<file path="src/rtl/pser_pkg.sv">
package pser_pkg;

  typedef enum logic [1:0] {
    ST_IDLE = 2'd0,
    ST_XFER = 2'd1,
    ST_GAP  = 2'd2
  } pser_state_e;

  localparam int GAP_W    = 19;
  localparam int MIN_LEN  = 4;
  localparam int SRC_BIT  = 0;
  localparam int CONT_BIT = 1;
  localparam int LEN_LSB  = 2;

  function automatic logic [GAP_W-1:0] prescale_of(input logic [1:0] code);
    return GAP_W'({code, 1'b1});
  endfunction

  function automatic logic [GAP_W-1:0] scale_of(input logic [3:0] code);
    return GAP_W'(2) << code;
  endfunction

  function automatic logic [GAP_W-1:0] gap_cycles(input logic [1:0] pcode,
                                                  input logic [3:0] dcode);
    return prescale_of(pcode) * scale_of(dcode);
  endfunction

  function automatic int clamp_len(input int raw, input int max_len);
    if (raw < MIN_LEN) return MIN_LEN;
    if (raw > max_len) return max_len;
    return raw;
  endfunction

endpackage

</file>
<file path="src/rtl/pser_baud.sv">
module pser_baud #(
  parameter int SCK_HALF = 2
) (
  input  logic clk,
  input  logic rst_n,
  output logic sck_int,
  output logic bnd
);
  localparam int PERIOD = 2 * SCK_HALF;
  localparam int PW     = (PERIOD > 1) ? $clog2(PERIOD) : 1;

  logic [PW-1:0] ph;

  always_ff @(posedge clk or negedge rst_n) begin
    if (!rst_n) ph <= '0;
    else if (bnd) ph <= '0;
    else ph <= ph + 1'b1;
  end

  assign bnd     = (ph == PW'(PERIOD - 1));
  assign sck_int = (ph >= PW'(SCK_HALF));

  // the internal clock stays low during the first half of every period
  a_r5_low_after_boundary: assert property (@(posedge clk) disable iff (!rst_n)
    bnd |=> !sck_int);
endmodule

</file>
<file path="src/rtl/pser_gap.sv">
module pser_gap #(
  parameter int GW = 19
) (
  input  logic          clk,
  input  logic          rst_n,
  input  logic          load,
  input  logic [GW-1:0] load_val,
  output logic          expired
);
  logic [GW-1:0] cnt;

  always_ff @(posedge clk or negedge rst_n) begin
    if (!rst_n) cnt <= '0;
    else if (load) cnt <= load_val;
    else if (cnt != '0) cnt <= cnt - 1'b1;
  end

  assign expired = (cnt == '0);

  // once the count is spent it stays spent until reloaded
  a_r7_expired_holds: assert property (@(posedge clk) disable iff (!rst_n)
    (expired && !load) |=> expired);
endmodule

</file>
<file path="src/rtl/pser_shifter.sv">
module pser_shifter #(
  parameter int DW = 32,
  parameter int LW = 6
) (
  input  logic          clk,
  input  logic          rst_n,
  input  logic          load,
  input  logic          shift,
  input  logic          src_alt,
  input  logic [DW-1:0] alt_word,
  input  logic [DW-1:0] par_word,
  input  logic [LW-1:0] len,
  output logic          sout_bit,
  output logic          last_bit
);
  logic [DW-1:0] shreg;
  logic [LW-1:0] bits_left;
  logic [DW-1:0] src_word;

  assign src_word = src_alt ? alt_word : par_word;

  always_ff @(posedge clk or negedge rst_n) begin
    if (!rst_n) begin
      shreg     <= '0;
      bits_left <= '0;
    end else if (load) begin
      shreg     <= src_word << (DW - int'(len));
      bits_left <= len;
    end else if (shift) begin
      shreg     <= shreg << 1;
      bits_left <= bits_left - 1'b1;
    end
  end

  assign sout_bit = shreg[DW-1];
  assign last_bit = (bits_left == LW'(1));

  // a loaded frame never holds fewer than the minimum or more than DW bits
  a_r2_len_in_range: assert property (@(posedge clk) disable iff (!rst_n)
    load |=> (bits_left >= LW'(pser_pkg::MIN_LEN) && bits_left <= LW'(DW)));
endmodule

</file>
<file path="src/rtl/pser_spi_master.sv">
module pser_spi_master #(
  parameter int SCK_HALF = 2,
  parameter int DW       = 32
) (
  input  logic          clk,
  input  logic          rst_n,
  input  logic          cfg_we,
  input  logic          cfg_addr,
  input  logic [DW-1:0] cfg_wdata,
  input  logic          start_en,
  input  logic [DW-1:0] par_in,
  output logic          sck,
  output logic          cs_n,
  output logic          sout,
  output logic          busy,
  output logic          eof
);
  import pser_pkg::*;

  localparam int LW      = $clog2(DW + 1);
  localparam int PDT_LSB = LEN_LSB + LW;
  localparam int DT_LSB  = PDT_LSB + 2;
  localparam int PERIOD  = 2 * SCK_HALF;

  // configuration
  logic          src_alt_q, cont_q;
  logic [LW-1:0] len_raw_q;
  logic [1:0]    pdt_q;
  logic [3:0]    dt_q;
  logic [DW-1:0] alt_q;

  always_ff @(posedge clk or negedge rst_n) begin
    if (!rst_n) begin
      src_alt_q <= 1'b0;
      cont_q    <= 1'b0;
      len_raw_q <= '0;
      pdt_q     <= '0;
      dt_q      <= '0;
      alt_q     <= '0;
    end else if (cfg_we) begin
      if (cfg_addr) alt_q <= cfg_wdata;
      else begin
        src_alt_q <= cfg_wdata[SRC_BIT];
        cont_q    <= cfg_wdata[CONT_BIT];
        len_raw_q <= cfg_wdata[LEN_LSB +: LW];
        pdt_q     <= cfg_wdata[PDT_LSB +: 2];
        dt_q      <= cfg_wdata[DT_LSB +: 4];
      end
    end
  end

  logic [LW-1:0] len_eff;
  assign len_eff = LW'(clamp_len(int'(len_raw_q), DW));

  // submodules
  logic sck_int, bnd;
  pser_baud #(.SCK_HALF(SCK_HALF)) u_baud (
    .clk(clk), .rst_n(rst_n), .sck_int(sck_int), .bnd(bnd)
  );

  pser_state_e st;
  logic start_go, frame_end, bit_adv, gap_to_idle, gap_expired, last_bit, sout_bit;
  logic [GAP_W-1:0] gap_load_val;

  assign gap_load_val = gap_cycles(pdt_q, dt_q) - 1'b1;

  pser_gap #(.GW(GAP_W)) u_gap (
    .clk(clk), .rst_n(rst_n), .load(frame_end),
    .load_val(gap_load_val), .expired(gap_expired)
  );

  pser_shifter #(.DW(DW), .LW(LW)) u_shift (
    .clk(clk), .rst_n(rst_n), .load(start_go), .shift(bit_adv),
    .src_alt(src_alt_q), .alt_word(alt_q), .par_word(par_in),
    .len(len_eff), .sout_bit(sout_bit), .last_bit(last_bit)
  );

  // named events
  always_comb begin
    start_go    = 1'b0;
    frame_end   = 1'b0;
    bit_adv     = 1'b0;
    gap_to_idle = 1'b0;
    unique case (st)
      ST_IDLE: start_go = start_en && bnd;
      ST_XFER: begin
        frame_end = bnd && last_bit;
        bit_adv   = bnd && !last_bit;
      end
      ST_GAP: begin
        start_go    = bnd && gap_expired && start_en;
        gap_to_idle = bnd && gap_expired && !start_en;
      end
      default: ;
    endcase
  end

  always_ff @(posedge clk or negedge rst_n) begin
    if (!rst_n) begin
      st  <= ST_IDLE;
      eof <= 1'b0;
    end else begin
      eof <= frame_end;
      if (start_go) st <= ST_XFER;
      else if (frame_end) st <= ST_GAP;
      else if (gap_to_idle) st <= ST_IDLE;
    end
  end

  assign cs_n = (st != ST_XFER);
  assign sout = (st == ST_XFER) ? sout_bit : 1'b0;
  assign busy = (st != ST_IDLE);
  assign sck  = sck_int && (cont_q || st == ST_XFER);

  // checker state: cycles spent with cs_n high after a finished frame
  logic [31:0] gap_run;
  logic        seen_frame;
  always_ff @(posedge clk or negedge rst_n) begin
    if (!rst_n) begin
      gap_run    <= '0;
      seen_frame <= 1'b0;
    end else begin
      gap_run <= cs_n ? gap_run + 1 : 32'd0;
      if (frame_end) seen_frame <= 1'b1;
    end
  end

  a_r1_idle_quiet: assert property (@(posedge clk) disable iff (!rst_n)
    !busy |-> (cs_n && !sout));
  a_r8_cs_on_boundary: assert property (@(posedge clk) disable iff (!rst_n)
    $fell(cs_n) |-> $past(bnd));
  a_r6_gated_low: assert property (@(posedge clk) disable iff (!rst_n)
    (!cont_q && cs_n) |-> !sck);
  a_r5_sout_steady: assert property (@(posedge clk) disable iff (!rst_n)
    (!cs_n && $past(!cs_n) && !$past(bnd)) |-> $stable(sout));
  a_r9_eof_single: assert property (@(posedge clk) disable iff (!rst_n)
    eof |=> !eof);
  a_r9_eof_at_cs_rise: assert property (@(posedge clk) disable iff (!rst_n)
    eof |-> $rose(cs_n));
  a_r7_gap_whole_periods: assert property (@(posedge clk) disable iff (!rst_n)
    ($fell(cs_n) && seen_frame) |->
      ((gap_run % PERIOD) == 0 && gap_run >= PERIOD));
endmodule

</file>
<file path="config.mk">
export PLATFORM = sky130hd
export DESIGN_NAME = pser_spi_master
export DESIGN_NICKNAME = d
export VERILOG_FILES = /design/src/rtl/pser_pkg.sv /design/src/rtl/pser_baud.sv /design/src/rtl/pser_gap.sv /design/src/rtl/pser_shifter.sv /design/src/rtl/pser_spi_master.sv
export SDC_FILE = /design/constraint.sdc
export NUM_CORES = 1
export LEC_CHECK = 0
export ABC_CLOCK_PERIOD_IN_PS = 7160
export BUFFER_PORTS_ARGS = -buffer_cell sky130_fd_sc_hd__buf_4
export CELL_PAD_IN_SITES_DETAIL_PLACEMENT = 0
export CELL_PAD_IN_SITES_GLOBAL_PLACEMENT = 1
export CORE_MARGIN = 5
export CORE_UTILIZATION = 40
export DETAILED_ROUTE_END_ITERATION = 6
export GPL_TIMING_DRIVEN = 0
export PLACE_DENSITY_LB_ADDON = 0.3
export SYNTH_ARGS = -nofsm -noshare
export SYNTH_HDL_FRONTEND = slang
export SYNTH_SLANG_ARGS = --single-unit
export TNS_END_PERCENT = 1
</file>
<file path="constraint.sdc">
create_clock -name clk -period 7.16 [get_ports clk]
set_clock_uncertainty 0.15 [all_clocks]
set_input_delay 0.358 -clock clk [delete_from_list [all_inputs] [get_ports clk]]
set_output_delay 0.358 -clock clk [all_outputs]
set_load 0.02 [all_outputs]
</file>
==> qor.yml <==
floorplanning:
  io_pins: 74
  rows: 54
  die_w_um: 158
  coreArea_sq_um: 21600
  dieArea_sq_um: 24900
  initial_core_util_pct: 40.3
  die_h_um: 158
worst_hold_path:
  hp-start: "cfg_wdata[27]"
  min_path_type: "input port to register"
clock_network:
  numCtsBuffers: 9
  cts_buffer_depth: 2
  cts_htree_levels: 3
  clock_sinks: 108
  cts_root_buf: "clkbuf_16"
  clk_pin_slew_ps: 90
  postCtsSetupRepairBufs: 0
  cts_tree: "yes"
  insertion_delay_ps: 380
synthesis:
  synthDistinctLibCells: 75
  synth_cells: 933
  yosys_register_bits: 108
  synth_fp_nets: 1056
  synth.yosys.seq_area_share_pct: 31.0
  syn_area_sq_um: 8720
  yosys_warnings: 0
  synth.avg_cell_area_sq_um: 9.35
  synth_flop_cell: "dfrtp_1"
  synth-edff-count: 0
  async_reset_ff_share_pct: 100
power_and_ir_drop:
  seqPwrFrac_pct: 29.0
  netSwitchingFraction_pct: 41.7
  power.switching_mw: 0.980
  internal_power_mw: 1.37
  power_density_nw_per_um2: 236
  combPwrFrac_pct: 48.7
  vdd_drop_max_mv: 0.120
  pwr-share-clk_pct: 22.3
  p_leak_nw: 4.38
finish:
  final_common_cell: "nand2_1"
  final_cell_mix: "nand2_1 (112), dfrtp_1 (108), buf_4 (73)"
  fillCellCount: 2153
  n_antenna_cell: 0
  drive_gt1_share_pct: 21.3
  fin_area_sq_um: 9960
  fin_nets: 1142
  area_growth_pct: 14.3
setup_path:
  r2r_start: "len_raw_q[2]"
  cp.arrival_ps: 5350
  start_kind: "register"
  cp_data_required_time_ps: 7260
  critPathCapture: "u_shift.shreg[28]"
  timing.rr.end: "u_shift.shreg[28]"
  worstSetupEndpointType: "register"
  ff2ff_path_depth: 13
  cp-startpoint: "len_raw_q[2]"
  path_class: "register to register"
  r2r_setup_slack_ps: 1910
  path_max_fanout: 10
placed_design:
  io_buffers: 73
  place.gp.congestion: 0.912
  place_hpwl_um: 19500
  placed_cell_area_sq_um: 9620
global_route:
  grt_pass1_vias: 7287
  grt_usage_pct: 20.5
  grt_max_degree: 109
  globalRouteOverflowTotal: 0
  grt_pass1_wl_um: 40600
  grt_antenna_before_repair: 0
timing:
  relSlewSlack_pct: 24.0
  rsz0062_at_grt: "false"
  max_freq_ghz: 0.191
  setup_viol: 0
  fin_crit_sh_pct: 73.3
  hold_violations: 0
  finalSetupTns_ps: 0
  drv_slew: 0
  tightest_slew_ps: 1130
  period_needed_ps: 5250
detailed_routing:
  viasPerCell: 5.67
  wl_um: 25000
  dr.first_iter.drc_count: 573
  postRouteAntennaNets: 0
  firstDrtPassIters: 6
  vias: 7392
  drc: 0
  routedWlPerCell_um: 19.2
run:
  drv_cap: 0
outcome:
  status: "finished, final reports clean"
-- final cells by class --
cell class              count  area (sq um)  share of cell area (%)
clock buffers               9           225                    2.26
flip-flops and latches    108          2700                    27.1
repair buffers             75           589                    5.91
clock inverters             7          78.8                   0.791
multi-input cells         716          5580                    56.0
inverters                  52           195                    1.96
plain buffers              57           239                    2.40
well taps                 280           350                    3.52
-- how the worst min path moves through the flow --
| stage | end | slack, ps | cells past startpoint |
|---|---|---|---|
| floorplan | alt_q[0] | -90 | 0 |
| global placement | u_baud.ph[0] | 290 | 1 |
| detailed placement | u_baud.ph[0] | 300 | 1 |
| CTS | alt_q[27] | 50 | 2 |
| global route | alt_q[21] | 50 | 2 |
| finish | alt_q[27] | 50 | 2 |
-- worst max-delay path, cell delays in order, from the launching register on --
cell and delay [ps]:
dfrtp_1 470, nor3_2 700, nor3_4 190, inv_1 190, buf_4 220, buf_2 330
ha_1 170, clkbuf_1 480, clkbuf_1 610, a21oi_1 190, a221oi_1 740, mux2i_1 260
a211oi_1 340, a31oi_1 70
-- cells by family (layout without fill, tap and decap cells) --
| logic type | Yosys count | count (layout) | synth area share [%] |
|---|---|---|---|
| AND/OR/NAND/NOR | 290 | 290 | 15.7 |
| AO/OA/AOI/OAI | 198 | 198 | 14.7 |
| multiplexers | 140 | 140 | 21.1 |
| buffers and inverters | 109 | 200 | 4.98 |
| flip-flops | 108 | 108 | 31.0 |
| adder cells (fa/ha/maj) | 54 | 54 | 9.04 |
| XOR/XNOR | 34 | 34 | 3.41 |
-- Yosys cell counts (all sizes together), types with 15 or more instances --
cell / number / area, sq um
a21oi: 38 / 201
buf: 18 / 92.6
clkbuf: 39 / 146
dfrtp: 108 / 2700
fa: 15 / 300
ha: 39 / 488
inv: 52 / 195
mux2: 70 / 788
mux2i: 42 / 420
mux4: 28 / 631
nand2: 113 / 432
nand3: 29 / 145
nor2: 56 / 210
nor3: 27 / 151
o21ai: 58 / 290
o31ai: 16 / 120
xnor2: 17 / 149
xor2: 17 / 149
-- per-layer routing --
layer / global-route usage, % / wire (um)
met1: 32.3 / 12500
met2: 29.7 / 10400
met3: 3.47 / 1690
met4: 3.97 / 414
met5: 0 / 0
-- timing repair --
action	in CTS	in global routing
endpoints found under the hold margin	0	51
hold buffers	0	1
gates resized for setup	0	0
-- flip-flops by register name, summed over array words and instances, names as in the netlist --
register and cells:
cont_q 1, len_raw_q 6, u_shift.shreg 32, u_gap.cnt 19
alt_q 32, u_shift.bits_left 6, u_baud.ph 2, src_alt_q 1
dt_q 4, st 2, eof 1, pdt_q 2
-- through the flow --
stage,std cells,utilization (%),power (mW),setup slack (ps),hold WS (ps)
2_1_floorplan,933,-,1.49,3220,-87.6
3_3_place_gp,1286,44.5,1.80,2030,291
3_5_place_dp,1286,44.5,1.81,2030,300
4_1_cts,1302,45.9,2.34,2010,50.5
5_1_grt,1304,46.1,2.49,1690,46.3
6_report,1304,46.1,2.35,1910,53.6
-- power groups by stage --
stage	Combinational (mW)	Sequential [mW]	Clock, mW
after global routing	1.24	0.688	0.560
final	1.15	0.681	0.525
after detailed placement	1.12	0.694	0
after floorplan	0.812	0.681	0
after CTS	1.12	0.682	0.535
after global placement	1.11	0.691	0
No activity file was read; power rests on OpenSTA's default activity.
